==> config.mk <==
export PLATFORM = sky130hd
export DESIGN_NAME = keyed_wdog
export DESIGN_NICKNAME = d
export VERILOG_FILES = /design/src/rtl/kw_pkg.sv /design/src/rtl/kw_tick_edge.sv /design/src/rtl/kw_regs.sv /design/src/rtl/kw_core.sv /design/src/rtl/keyed_wdog.sv
export SDC_FILE = /design/constraint.sdc
export NUM_CORES = 1
export LEC_CHECK = 0
export BUFFER_PORTS_ARGS = -buffer_cell sky130_fd_sc_hd__buf_4
export CORE_ASPECT_RATIO = 1.25
export CORE_MARGIN = 2
export CORE_UTILIZATION = 55
export DETAILED_ROUTE_END_ITERATION = 12
export PLACE_DENSITY = 0.78
export SYNTH_ARGS = -nofsm -noshare
export SYNTH_HDL_FRONTEND = slang
export SYNTH_SLANG_ARGS = --single-unit
export TNS_END_PERCENT = 20
==> constraint.sdc <==
create_clock -name clk -period 3.07 [get_ports clk]
set_input_delay 0.307 -clock clk [delete_from_list [all_inputs] [get_ports clk]]
set_output_delay 0.307 -clock clk [all_outputs]
set_load 0.01 [all_outputs]
==> src/rtl/kw_pkg.sv <==
package kw_pkg;
  localparam int KW_AW = 2;
  localparam logic [KW_AW-1:0] KW_A_CFG = 2'd0;
  localparam logic [KW_AW-1:0] KW_A_CNT = 2'd1;
  localparam logic [KW_AW-1:0] KW_A_KEY = 2'd2;

  // bit 0 = src_sel, bit 1 = key_mode, bits 2..6 = lock bits
  typedef struct packed {
    logic lk_cnt;
    logic lk_tctl;
    logic lk_tmr;
    logic lk_pre;
    logic lk_cfg;
    logic key_mode;
    logic src_sel;
  } kw_cfg_t;

  localparam int KW_CFG_W = $bits(kw_cfg_t);
  localparam int KW_LOCK_N = 5;
endpackage

==> src/rtl/kw_tick_edge.sv <==
module kw_tick_edge #(
  parameter int N_SRC = 2,
  localparam int SW = (N_SRC > 1) ? $clog2(N_SRC) : 1
) (
  input  logic             clk,
  input  logic             rst,
  input  logic [N_SRC-1:0] src_i,
  input  logic [SW-1:0]    sel_i,
  output logic             tick_o
);
  logic [N_SRC-1:0] prev_q;
  logic [N_SRC-1:0] rise;

  for (genvar g = 0; g < N_SRC; g++) begin : g_src
    always_ff @(posedge clk) begin
      if (rst) prev_q[g] <= 1'b0;
      else     prev_q[g] <= src_i[g];
    end
    assign rise[g] = src_i[g] & ~prev_q[g];
  end

  assign tick_o = rise[sel_i];

  // a tick only follows a low level of the chosen source
  p_tick_edge_r4: assert property (@(posedge clk) disable iff (rst)
    (tick_o && !$past(rst)) |-> !$past(src_i[sel_i]) || $past(sel_i) != sel_i);
endmodule

==> src/rtl/kw_regs.sv <==
module kw_regs
  import kw_pkg::*;
#(
  parameter int DW = 8
) (
  input  logic             clk,
  input  logic             rst,
  input  logic             active_i,
  input  logic             wr_i,
  input  logic [KW_AW-1:0] addr_i,
  input  logic [DW-1:0]    wdata_i,
  output logic             src_sel_o,
  output logic             key_mode_o,
  output logic [DW-1:0]    cnt_val_o,
  output logic             cnt_wr_o,
  output logic             key_wr_o,
  output logic [DW-1:0]    rdata_o
);
  kw_cfg_t cfg_q, cfg_d, wcfg;
  logic [DW-1:0] cnt_q, rd_d, rdata_q;
  logic cfg_ok, cnt_ok;
  logic [KW_LOCK_N-1:0] lock_v;

  assign cfg_ok = active_i && !cfg_q.lk_cfg;
  assign cnt_ok = active_i && !cfg_q.lk_cnt;
  assign wcfg   = kw_cfg_t'(wdata_i[KW_CFG_W-1:0]);
  assign lock_v = {cfg_q.lk_cnt, cfg_q.lk_tctl, cfg_q.lk_tmr, cfg_q.lk_pre, cfg_q.lk_cfg};

  always_comb begin
    cfg_d = cfg_q;
    if (wr_i && addr_i == KW_A_CFG && cfg_ok) begin
      cfg_d.src_sel  = wcfg.src_sel;
      cfg_d.key_mode = wcfg.key_mode;
      cfg_d.lk_cfg   = cfg_q.lk_cfg  | wcfg.lk_cfg;
      cfg_d.lk_pre   = cfg_q.lk_pre  | wcfg.lk_pre;
      cfg_d.lk_tmr   = cfg_q.lk_tmr  | wcfg.lk_tmr;
      cfg_d.lk_tctl  = cfg_q.lk_tctl | wcfg.lk_tctl;
      cfg_d.lk_cnt   = cfg_q.lk_cnt  | wcfg.lk_cnt;
    end
  end

  always_comb begin
    rd_d = '0;
    if (addr_i == KW_A_CFG && cfg_ok) rd_d = {{(DW-KW_CFG_W){1'b0}}, cfg_q};
    else if (addr_i == KW_A_CNT && cnt_ok) rd_d = cnt_q;
  end

  always_ff @(posedge clk) begin
    if (rst) begin
      cfg_q   <= '0;
      cnt_q   <= '0;
      rdata_q <= '0;
    end else begin
      cfg_q   <= cfg_d;
      rdata_q <= rd_d;
      if (cnt_wr_o) cnt_q <= wdata_i;
    end
  end

  assign cnt_wr_o   = wr_i && addr_i == KW_A_CNT && cnt_ok;
  assign key_wr_o   = wr_i && addr_i == KW_A_KEY;
  assign src_sel_o  = cfg_q.src_sel;
  assign key_mode_o = cfg_q.key_mode;
  assign cnt_val_o  = cnt_q;
  assign rdata_o    = rdata_q;

  p_lock_sticky_r11: assert property (@(posedge clk) disable iff (rst)
    !$past(rst) |-> ($past(lock_v) & ~lock_v) == '0);
  p_cnt_locked_r11: assert property (@(posedge clk) disable iff (rst)
    cfg_q.lk_cnt |=> $stable(cnt_q));
  p_cfg_locked_r11: assert property (@(posedge clk) disable iff (rst)
    cfg_q.lk_cfg |=> $stable(cfg_q));
  p_lowpower_r12: assert property (@(posedge clk) disable iff (rst)
    !active_i |=> $stable(cfg_q) && $stable(cnt_q));
endmodule

==> src/rtl/kw_core.sv <==
module kw_core #(
  parameter int CW = 8,
  parameter logic [CW-1:0] KEY_VAL = 8'h5C
) (
  input  logic          clk,
  input  logic          rst,
  input  logic          tick_i,
  input  logic          key_mode_i,
  input  logic [CW-1:0] cnt_val_i,
  input  logic          cnt_wr_i,
  input  logic          key_wr_i,
  input  logic [CW-1:0] wdata_i,
  output logic          err_o
);
  logic run_q, ticked_q, err_q;
  logic [CW-1:0] cnt_q, load_val;
  logic start, svc, bad_key, early, late, err_evt, load;

  assign start    = !run_q && (cnt_wr_i || key_wr_i);
  assign bad_key  = run_q && key_wr_i && key_mode_i && (wdata_i != KEY_VAL);
  assign svc      = run_q && ((cnt_wr_i && !key_mode_i) ||
                              (key_wr_i && key_mode_i && wdata_i == KEY_VAL));
  assign early    = svc && !(ticked_q || tick_i);
  assign late     = run_q && tick_i && cnt_q == '0 && !svc;
  assign err_evt  = bad_key || early || late;
  assign load     = start || svc || err_evt;
  assign load_val = cnt_wr_i ? wdata_i : cnt_val_i;

  always_ff @(posedge clk) begin
    if (rst) begin
      run_q    <= 1'b0;
      ticked_q <= 1'b0;
      cnt_q    <= '0;
      err_q    <= 1'b0;
    end else begin
      err_q <= err_evt;
      if (start) run_q <= 1'b1;
      if (load) begin
        cnt_q    <= load_val;
        ticked_q <= 1'b0;
      end else if (run_q && tick_i) begin
        ticked_q <= 1'b1;
        if (cnt_q != '0) cnt_q <= cnt_q - 1'b1;
      end
    end
  end

  assign err_o = err_q;

  p_err_needs_run_r2: assert property (@(posedge clk) disable iff (rst)
    err_q |-> $past(run_q));
  p_run_sticky_r3: assert property (@(posedge clk) disable iff (rst)
    !$past(rst) |-> !$fell(run_q));
  p_count_down_r5: assert property (@(posedge clk) disable iff (rst)
    (run_q && tick_i && cnt_q != '0 && !cnt_wr_i && !key_wr_i) |=> cnt_q == $past(cnt_q) - 1'b1);
  p_count_hold_r5: assert property (@(posedge clk) disable iff (rst)
    (!tick_i && !cnt_wr_i && !key_wr_i) |=> $stable(cnt_q));
  p_err_reload_r10: assert property (@(posedge clk) disable iff (rst)
    (err_evt && !cnt_wr_i) |=> cnt_q == $past(cnt_val_i) && err_q);
endmodule

==> src/rtl/keyed_wdog.sv <==
module keyed_wdog
  import kw_pkg::*;
#(
  parameter int CNT_W = 8,
  parameter logic [CNT_W-1:0] KEY_VAL = 8'h5C
) (
  input  logic             clk,
  input  logic             rst,
  input  logic             tick_tmr_out,
  input  logic             tick_tmr_in,
  input  logic             active_mode,
  input  logic             bus_wr,
  input  logic [KW_AW-1:0] bus_addr,
  input  logic [CNT_W-1:0] bus_wdata,
  output logic [CNT_W-1:0] bus_rdata,
  output logic             wd_err
);
  logic src_sel, key_mode, cnt_wr, key_wr, tick;
  logic [CNT_W-1:0] cnt_val;

  kw_regs #(.DW(CNT_W)) u_regs (
    .clk(clk), .rst(rst), .active_i(active_mode), .wr_i(bus_wr),
    .addr_i(bus_addr), .wdata_i(bus_wdata), .src_sel_o(src_sel),
    .key_mode_o(key_mode), .cnt_val_o(cnt_val), .cnt_wr_o(cnt_wr),
    .key_wr_o(key_wr), .rdata_o(bus_rdata)
  );

  kw_tick_edge #(.N_SRC(2)) u_tick (
    .clk(clk), .rst(rst), .src_i({tick_tmr_in, tick_tmr_out}),
    .sel_i(src_sel), .tick_o(tick)
  );

  kw_core #(.CW(CNT_W), .KEY_VAL(KEY_VAL)) u_core (
    .clk(clk), .rst(rst), .tick_i(tick), .key_mode_i(key_mode),
    .cnt_val_i(cnt_val), .cnt_wr_i(cnt_wr), .key_wr_i(key_wr),
    .wdata_i(bus_wdata), .err_o(wd_err)
  );
endmodule

==> results of run 1 <==
==> power by group <==
part / switching (µW) / internal [µW] / leakage [µW] / total (µW)
clock network: 164 / 170 / 0.0000412 / 334
registers: 10.9 / 481 / 0.000292 / 492
logic: 70.1 / 59.3 / 0.000376 / 129
==> flip-flops by register name, summed over array words and instances (netlist names) <==
| register | flops |
|---|---|
| u_core.cnt_q | 8 |
| u_core.err_o | 1 |
| u_core.run_q | 1 |
| u_core.ticked_q | 1 |
| u_regs.cfg_q | 5 |
| u_regs.cnt_val_o | 8 |
| u_regs.key_mode_o | 1 |
| u_regs.rdata_o | 8 |
| u_regs.src_sel_o | 1 |
| u_tick.prev_q | 2 |
==> logic make-up (layout without fill, tap and decap cells) <==
group / count (synthesis) / in the layout
simple gates: 74 / 74
xor+xnor: 4 / 4
flops: 36 / 36
buf+inv: 11 / 37
mux: 3 / 3
fa+ha+maj: 2 / 2
compound gates: 39 / 39
==> through the flow <==
stage	power (µW)	cell area (µm²)
after floorplan	590	1580
after global placement	626	1790
after detailed placement	631	1790
after CTS	962	1870
after global routing	999	1870
final	956	1870
==> Yosys cell counts, types with 4 or more instances <==
cell type	instances
nand3_1	11
inv_1	4
a22oi_1	6
nor2_1	21
nand2_1	12
a22o_1	5
a21oi_1	14
dfxtp_1	36
clkbuf_1	4
==> routing by layer <==
layer	up-vias	track usage, %
li1	653	-
met4	0	7.57
met3	5	5.61
met1	615	28.6
met2	30	37.8
met5	-	0
==> layout by cell type (no fill, tap or decap), types with 4 or more instances in the layout <==
| cell | Yosys | final |
|---|---|---|
| buf_4 | 0 | 25 |
| dfxtp_1 | 36 | 36 |
| a21oi_1 | 14 | 14 |
| nor2_1 | 21 | 21 |
| nand3_1 | 11 | 11 |
| a22oi_1 | 6 | 6 |
| clkbuf_4 | 0 | 5 |
| a22o_1 | 5 | 5 |
| inv_1 | 4 | 4 |
| nand2_1 | 12 | 12 |
==> cell type report <==
class | instances | area [µm²] | share of cell area, %
multi-input cells | 122 | 821 | 44.0
repair buffers | 25 | 188 | 10.1
well taps | 34 | 42.5 | 2.28
inverters | 4 | 15.0 | 0.804
clock inverters | 3 | 42.5 | 2.28
clock buffers | 5 | 37.5 | 2.01
flip-flops and latches | 36 | 721 | 38.6
==> final timing paths <==
kind                       startpoint           endpoint  slack (ns)  cells after the start
setup / recovery      u_core.cnt_q[0]    u_core.cnt_q[0]        1.13                      7
hold / removal           tick_tmr_out   u_tick.prev_q[0]        0.18                      2
hold reg to reg   u_regs.cnt_val_o[2]  u_regs.rdata_o[2]        0.47                      1
setup reg to reg      u_core.cnt_q[0]    u_core.cnt_q[0]        1.13                      7
==> impl_metrics.csv, run 1 <==
group,metric,value,unit
worst_hold_path,hold_path.class,"primary input to register",
clocking,cts.clk_slew.worst_paths,0.11,ns
clocking,cts_resized,0,
grt,grt_pass1_vias,1242,
finish,final_util,69.0,%
timing,period_minus_slack,1.94,ns
route,routed.top_layer,"met4",
logic_synthesis,ys_types,46,
route,wl_per_cell,14.6,µm
logic_synthesis,synth-edff-count,0,
timing,relSlewSlack,57.7,%
route,antenna_left,0,
timing,finalCritPeriodShare,63.1,%
power,irDropWorstVdd,416,µV
logic_synthesis,synth_compound_area_share,19.1,%
timing,hold_ws,0.184,ns
route,viasPerCell,5.69,
timing,skew,0.0135,ns
placement,gp_congestion,0.792,
placement,portBuffers,24,
grt,overflow,0,
critical_path,start_kind,"register",
critical_path,critPathArrivalTime,2.18,ns
placement,place_inst,221,
clocking,cts_root_buf,"clkbuf_4",
finish,n_antenna_cell,0,
route,met3WireLength,135,µm
logic_synthesis,synth_top_family_by_area,"simple AND/OR/NAND/NOR gates",
clocking,htreeDepth,2,
clocking,holdBufCountCts,0,
logic_synthesis,synthAdderAreaFrac,1.58,%
route,m1WireLength,1490,µm
critical_path,critPathTopFamily,"compound AO/OA/AOI/OAI gates",
floorplanning,core,2710,µm²
logic_synthesis,ys_ff_latch,36,
critical_path,critPathKind,"register to register",
grt,gr-usage-all-layers,22.9,%
critical_path,crit_buf_inv,1,
clocking,tritoncts,"built",
status,status,"complete, no violations",
logic_synthesis,synth_mux_area_share,1.90,%
logic_synthesis,yosys.area_share.xor_xnor,2.22,%
power,p_per_area,512,nW/µm²
clocking,cts_made_buffers,5,
timing,setup_violations,0,
critical_path,cp_max_fo,9,
power,leakagePower,0.000709,µW
finish,fillCellCount,213,
placement,dp_slack,1.14,ns
timing,rsz0062_at_grt,"no",
finish,fin_cells,229,
timing,final_hold_viol_count,0,
critical_path,endpoint_kind,"register",
grt,grt_antenna_before_repair,0,
route,drtIter0Drc,35,
logic_synthesis,yosys_warnings,0,
clocking,clock_latency,0.35,ns
critical_path,critPathSlowestCell,"or4bb_1",
floorplanning,die_area,3320,µm²
grt,grt_pass1_wl,5710,µm
critical_path,cpPeakStageDelay,0.49,ns
logic_synthesis,ys.flop_type,"dfxtp_1",
logic_synthesis,syn-cell-area,1580,µm²
finish,area_growth,18.1,%
floorplanning,ios,25,
timing,finalWorstSetupSlack,1.13,ns
route,wl_met2,1670,µm
logic_synthesis,synth_fp_nets,187,
route,wl,3340,µm
finish,nets,212,
timing,fin_setup_tns,0,ns
floorplanning,start_util,58.4,%
clocking,post_cts_buffers,0,
timing,worstMarginPinSlew,0.633,ns
route,firstDrtPassIters,4,
clocking,cts.sinks,36,
logic_synthesis,synthCells,169,
clocking,clk_path_buf_depth,2,
floorplanning,rows,21,
placement,dp_hpwl,2570,µm
logic_synthesis,synth_top_cell_by_area,"dfxtp_1",
grt,grt_max_degree,30,
finish,drive_above_1_share,25.1,%
logic_synthesis,ys_top_cells_by_area,"dfxtp_1 (46%), nor2_1 (5.0%), a21oi_1 (4.4%), nand3_1 (3.5%), a22oi_1 (2.9%)",
critical_path,crit_chain,"inv_1 -> ha_1 -> or4bb_1 -> a211oi_2 -> o21bai_4 -> nor2_4 -> a22o_1",
route,dr_total_vias,1303,
timing,max_freq,516,MHz
logic_synthesis,avgSynthCellArea,9.35,µm²
logic_synthesis,async_reset_ff_share,0,%
floorplanning,die_w,51.9,µm
floorplanning,die_h,63.9,µm
route,drcViolationCount,0,
logic_synthesis,yosysSeqAreaShare,45.6,%
flow_run,maxCapViolations,0,
logic_synthesis,yosysTopAreaCellShare,45.6,%
critical_path,required,3.31,ns
logic_synthesis,yosys.area_share.simple,26.8,%
timing,finalMaxSlewViolations,0,
Note: power is estimated with default switching activity, not from simulation.
==> run 2, diff against run 1 <==
==> constraint.sdc (replaced) <==
create_clock -name clk -period 1.9 [get_ports clk]
set_input_delay 0.19 -clock clk [delete_from_list [all_inputs] [get_ports clk]]
set_output_delay 0.19 -clock clk [all_outputs]
set_load 0.01 [all_outputs]
==> run 2 against run 1 <==
Total power increased by 64%. Sequential share of layout area fell by 1.2 points. Clock skew shrank 0.0020 ns. Count of clock-buffer cells in the layout unchanged. Flip-flop and latch count unchanged. Global-route usage rose by 1.5 points. Non-clock buffer count grew 8. Final cell count up 3.5%. Wire length rose by 7.2%. Via count increased by 4.7%. Core utilization grew 2.4 points. Cell area increased by 3.5%. Critical path type unchanged. Largest power group unchanged.
==> impl_metrics.csv, run 2 (synthesized netlist as in run 1, its figures left out) <==
group,metric,value,unit
status,status,"complete, no violations",
timing,max_freq,550,MHz
route,dr_total_vias,1364,
grt,grt_pass1_vias,1364,
critical_path,crit_chain,"inv_1 -> ha_2 -> or4bb_1 -> a211oi_2 -> o21bai_4 -> nor2_4 -> a22o_1",
grt,busiest_layer,"met2",
finish,mostFrequentLayoutCells,"dfxtp_1 (34), buf_4 (33), nor2_1 (21)",
clocking,tritoncts,"built",
route,wl,3580,µm
power,p_per_area,810,nW/µm²
placement,gp_congestion,0.786,
route,wl_per_cell,15.1,µm
route,drtIter0Drc,57,
clocking,clock_latency,0.35,ns
timing,final_hold_viol_count,0,
worst_hold_path,holdPathEnd,"u_tick.prev_q[1]",
route,viasPerCell,5.76,
timing,hold_ws,0.0651,ns
finish,nets,220,
critical_path,reg2reg_slack,0.08,ns
critical_path,critPathSlowestCell,"or4bb_1",
route,drcViolationCount,0,
timing,finalMaxSlewViolations,0,
power,leakagePower,0.000749,µW
clocking,cts.clk_slew.worst_paths,0.11,ns
finish,n_antenna_cell,0,
critical_path,endpoint_kind,"register",
clocking,cts_made_buffers,5,
floorplanning,die_h,63.9,µm
timing,rsz0062_at_grt,"no",
worst_hold_path,hold_depth,2,
placement,dp_hpwl,2600,µm
timing,relSlewSlack,67.7,%
floorplanning,die_area,3320,µm²
timing,finalCritPeriodShare,95.6,%
floorplanning,core,2710,µm²
floorplanning,ios,25,
worst_hold_path,hold_path.class,"primary input to register",
floorplanning,rows,21,
critical_path,critPathArrivalTime,2.06,ns
grt,grt_pass1_wl,6020,µm
floorplanning,start_util,58.4,%
critical_path,required,2.14,ns
critical_path,critPathKind,"register to register",
critical_path,r2r-end,"u_core.cnt_q[0]",
grt,use_met3,7.48,%
timing,worstMarginPinSlew,0.478,ns
timing,skew,0.0114,ns
grt,use_met2,40.7,%
grt,gr-usage-all-layers,24.4,%
finish,area_growth,22.2,%
grt,grt_util_met1,28.3,%
critical_path,startpoint,"u_core.cnt_q[1]",
clocking,htreeDepth,2,
grt,grt_antenna_before_repair,0,
worst_hold_path,min_from,"tick_tmr_in",
critical_path,critPathTopFamily,"compound AO/OA/AOI/OAI gates",
finish,fillCellCount,211,
route,antenna_left,0,
power,irDropWorstVdd,672,µV
critical_path,ff2ff_path_depth,7,
finish,final_common_cell,"dfxtp_1",
critical_path,crit_buf_inv,1,
clocking,clk_path_buf_depth,2,
timing,setup_violations,0,
critical_path,reg2reg_from,"u_core.cnt_q[1]",
flow_run,maxCapViolations,0,
critical_path,start_kind,"register",
clocking,cts_root_buf,"clkbuf_4",
critical_path,cp_max_fo,8,
route,firstDrtPassIters,4,
power,fin_total_pwr,1560,µW
timing,period_minus_slack,1.82,ns
placement,portBuffers,24,
critical_path,cpPeakStageDelay,0.41,ns
finish,drive_above_1_share,29.6,%
grt,grt_max_degree,30,
floorplanning,die_w,51.9,µm
clocking,cts.sinks,36,
grt,overflow,0,
run 2: how the worst max path moves through the flow:
stage	end	depth (start not counted)	slack, ns
final	u_core.cnt_q[0]	7	0.08
after floorplan	u_core.cnt_q[0]	7	0.12
after detailed placement	u_core.cnt_q[2]	7	-0.006
after global placement	u_core.cnt_q[0]	7	0.07
after CTS	u_core.cnt_q[0]	7	0.04
after global routing	u_core.cnt_q[7]	5	0.02
run 2: layer usage:
metal / vias to the layer above / wire length, µm
met2: 39 / 1870
met5: - / 0
li1: 668 / -
met4: 0 / 74
met1: 649 / 1470
met3: 8 / 176
run 2: repair_timing:
item	in CTS	in global routing
endpoints found under the setup margin	4	6
gates resized for setup	3	0
pin swaps	3	1
buffers inserted	3	0
hold buffers	0	0
run 2: area by class of cell:
type                            count  area (µm²)  area share, %
Multi-Input combinational cell    122         823           42.6
Inverter                            4        15.0          0.777
Tap cell                           34        42.5           2.20
Clock inverter                      3        42.5           2.20
Clock buffer                        5        37.5           1.94
Timing Repair Buffer               33         248           12.8
Sequential cell                    36         723           37.4
run 2: through the flow:
stage	worst slack (ns)	std cells	TNS (ns)	util [%]	cell area [µm²]
after global placement	0.0720	226	0	67.4	1820
final	0.0832	237	0	71.4	1930
after floorplan	0.116	169	0	-	1580
after global routing	0.0202	237	0	71.4	1930
after detailed placement	-0.00609	226	-0.00826	67.4	1820
after CTS	0.0415	237	0	71.4	1930
run 2: report_power, final:
part           switching, µW  leakage, µW  internal (µW)
clock network            267    0.0000412            274
registers               18.0     0.000293            778
logic                    120     0.000415            107
run 2: worst register-to-register path, stage by stage (launching register included):
cell and delay (ns):
dfxtp_2 0.35, inv_1 0.08, ha_2 0.18, or4bb_1 0.41, a211oi_2 0.19, o21bai_4 0.20
nor2_4 0.10, a22o_1 0.22
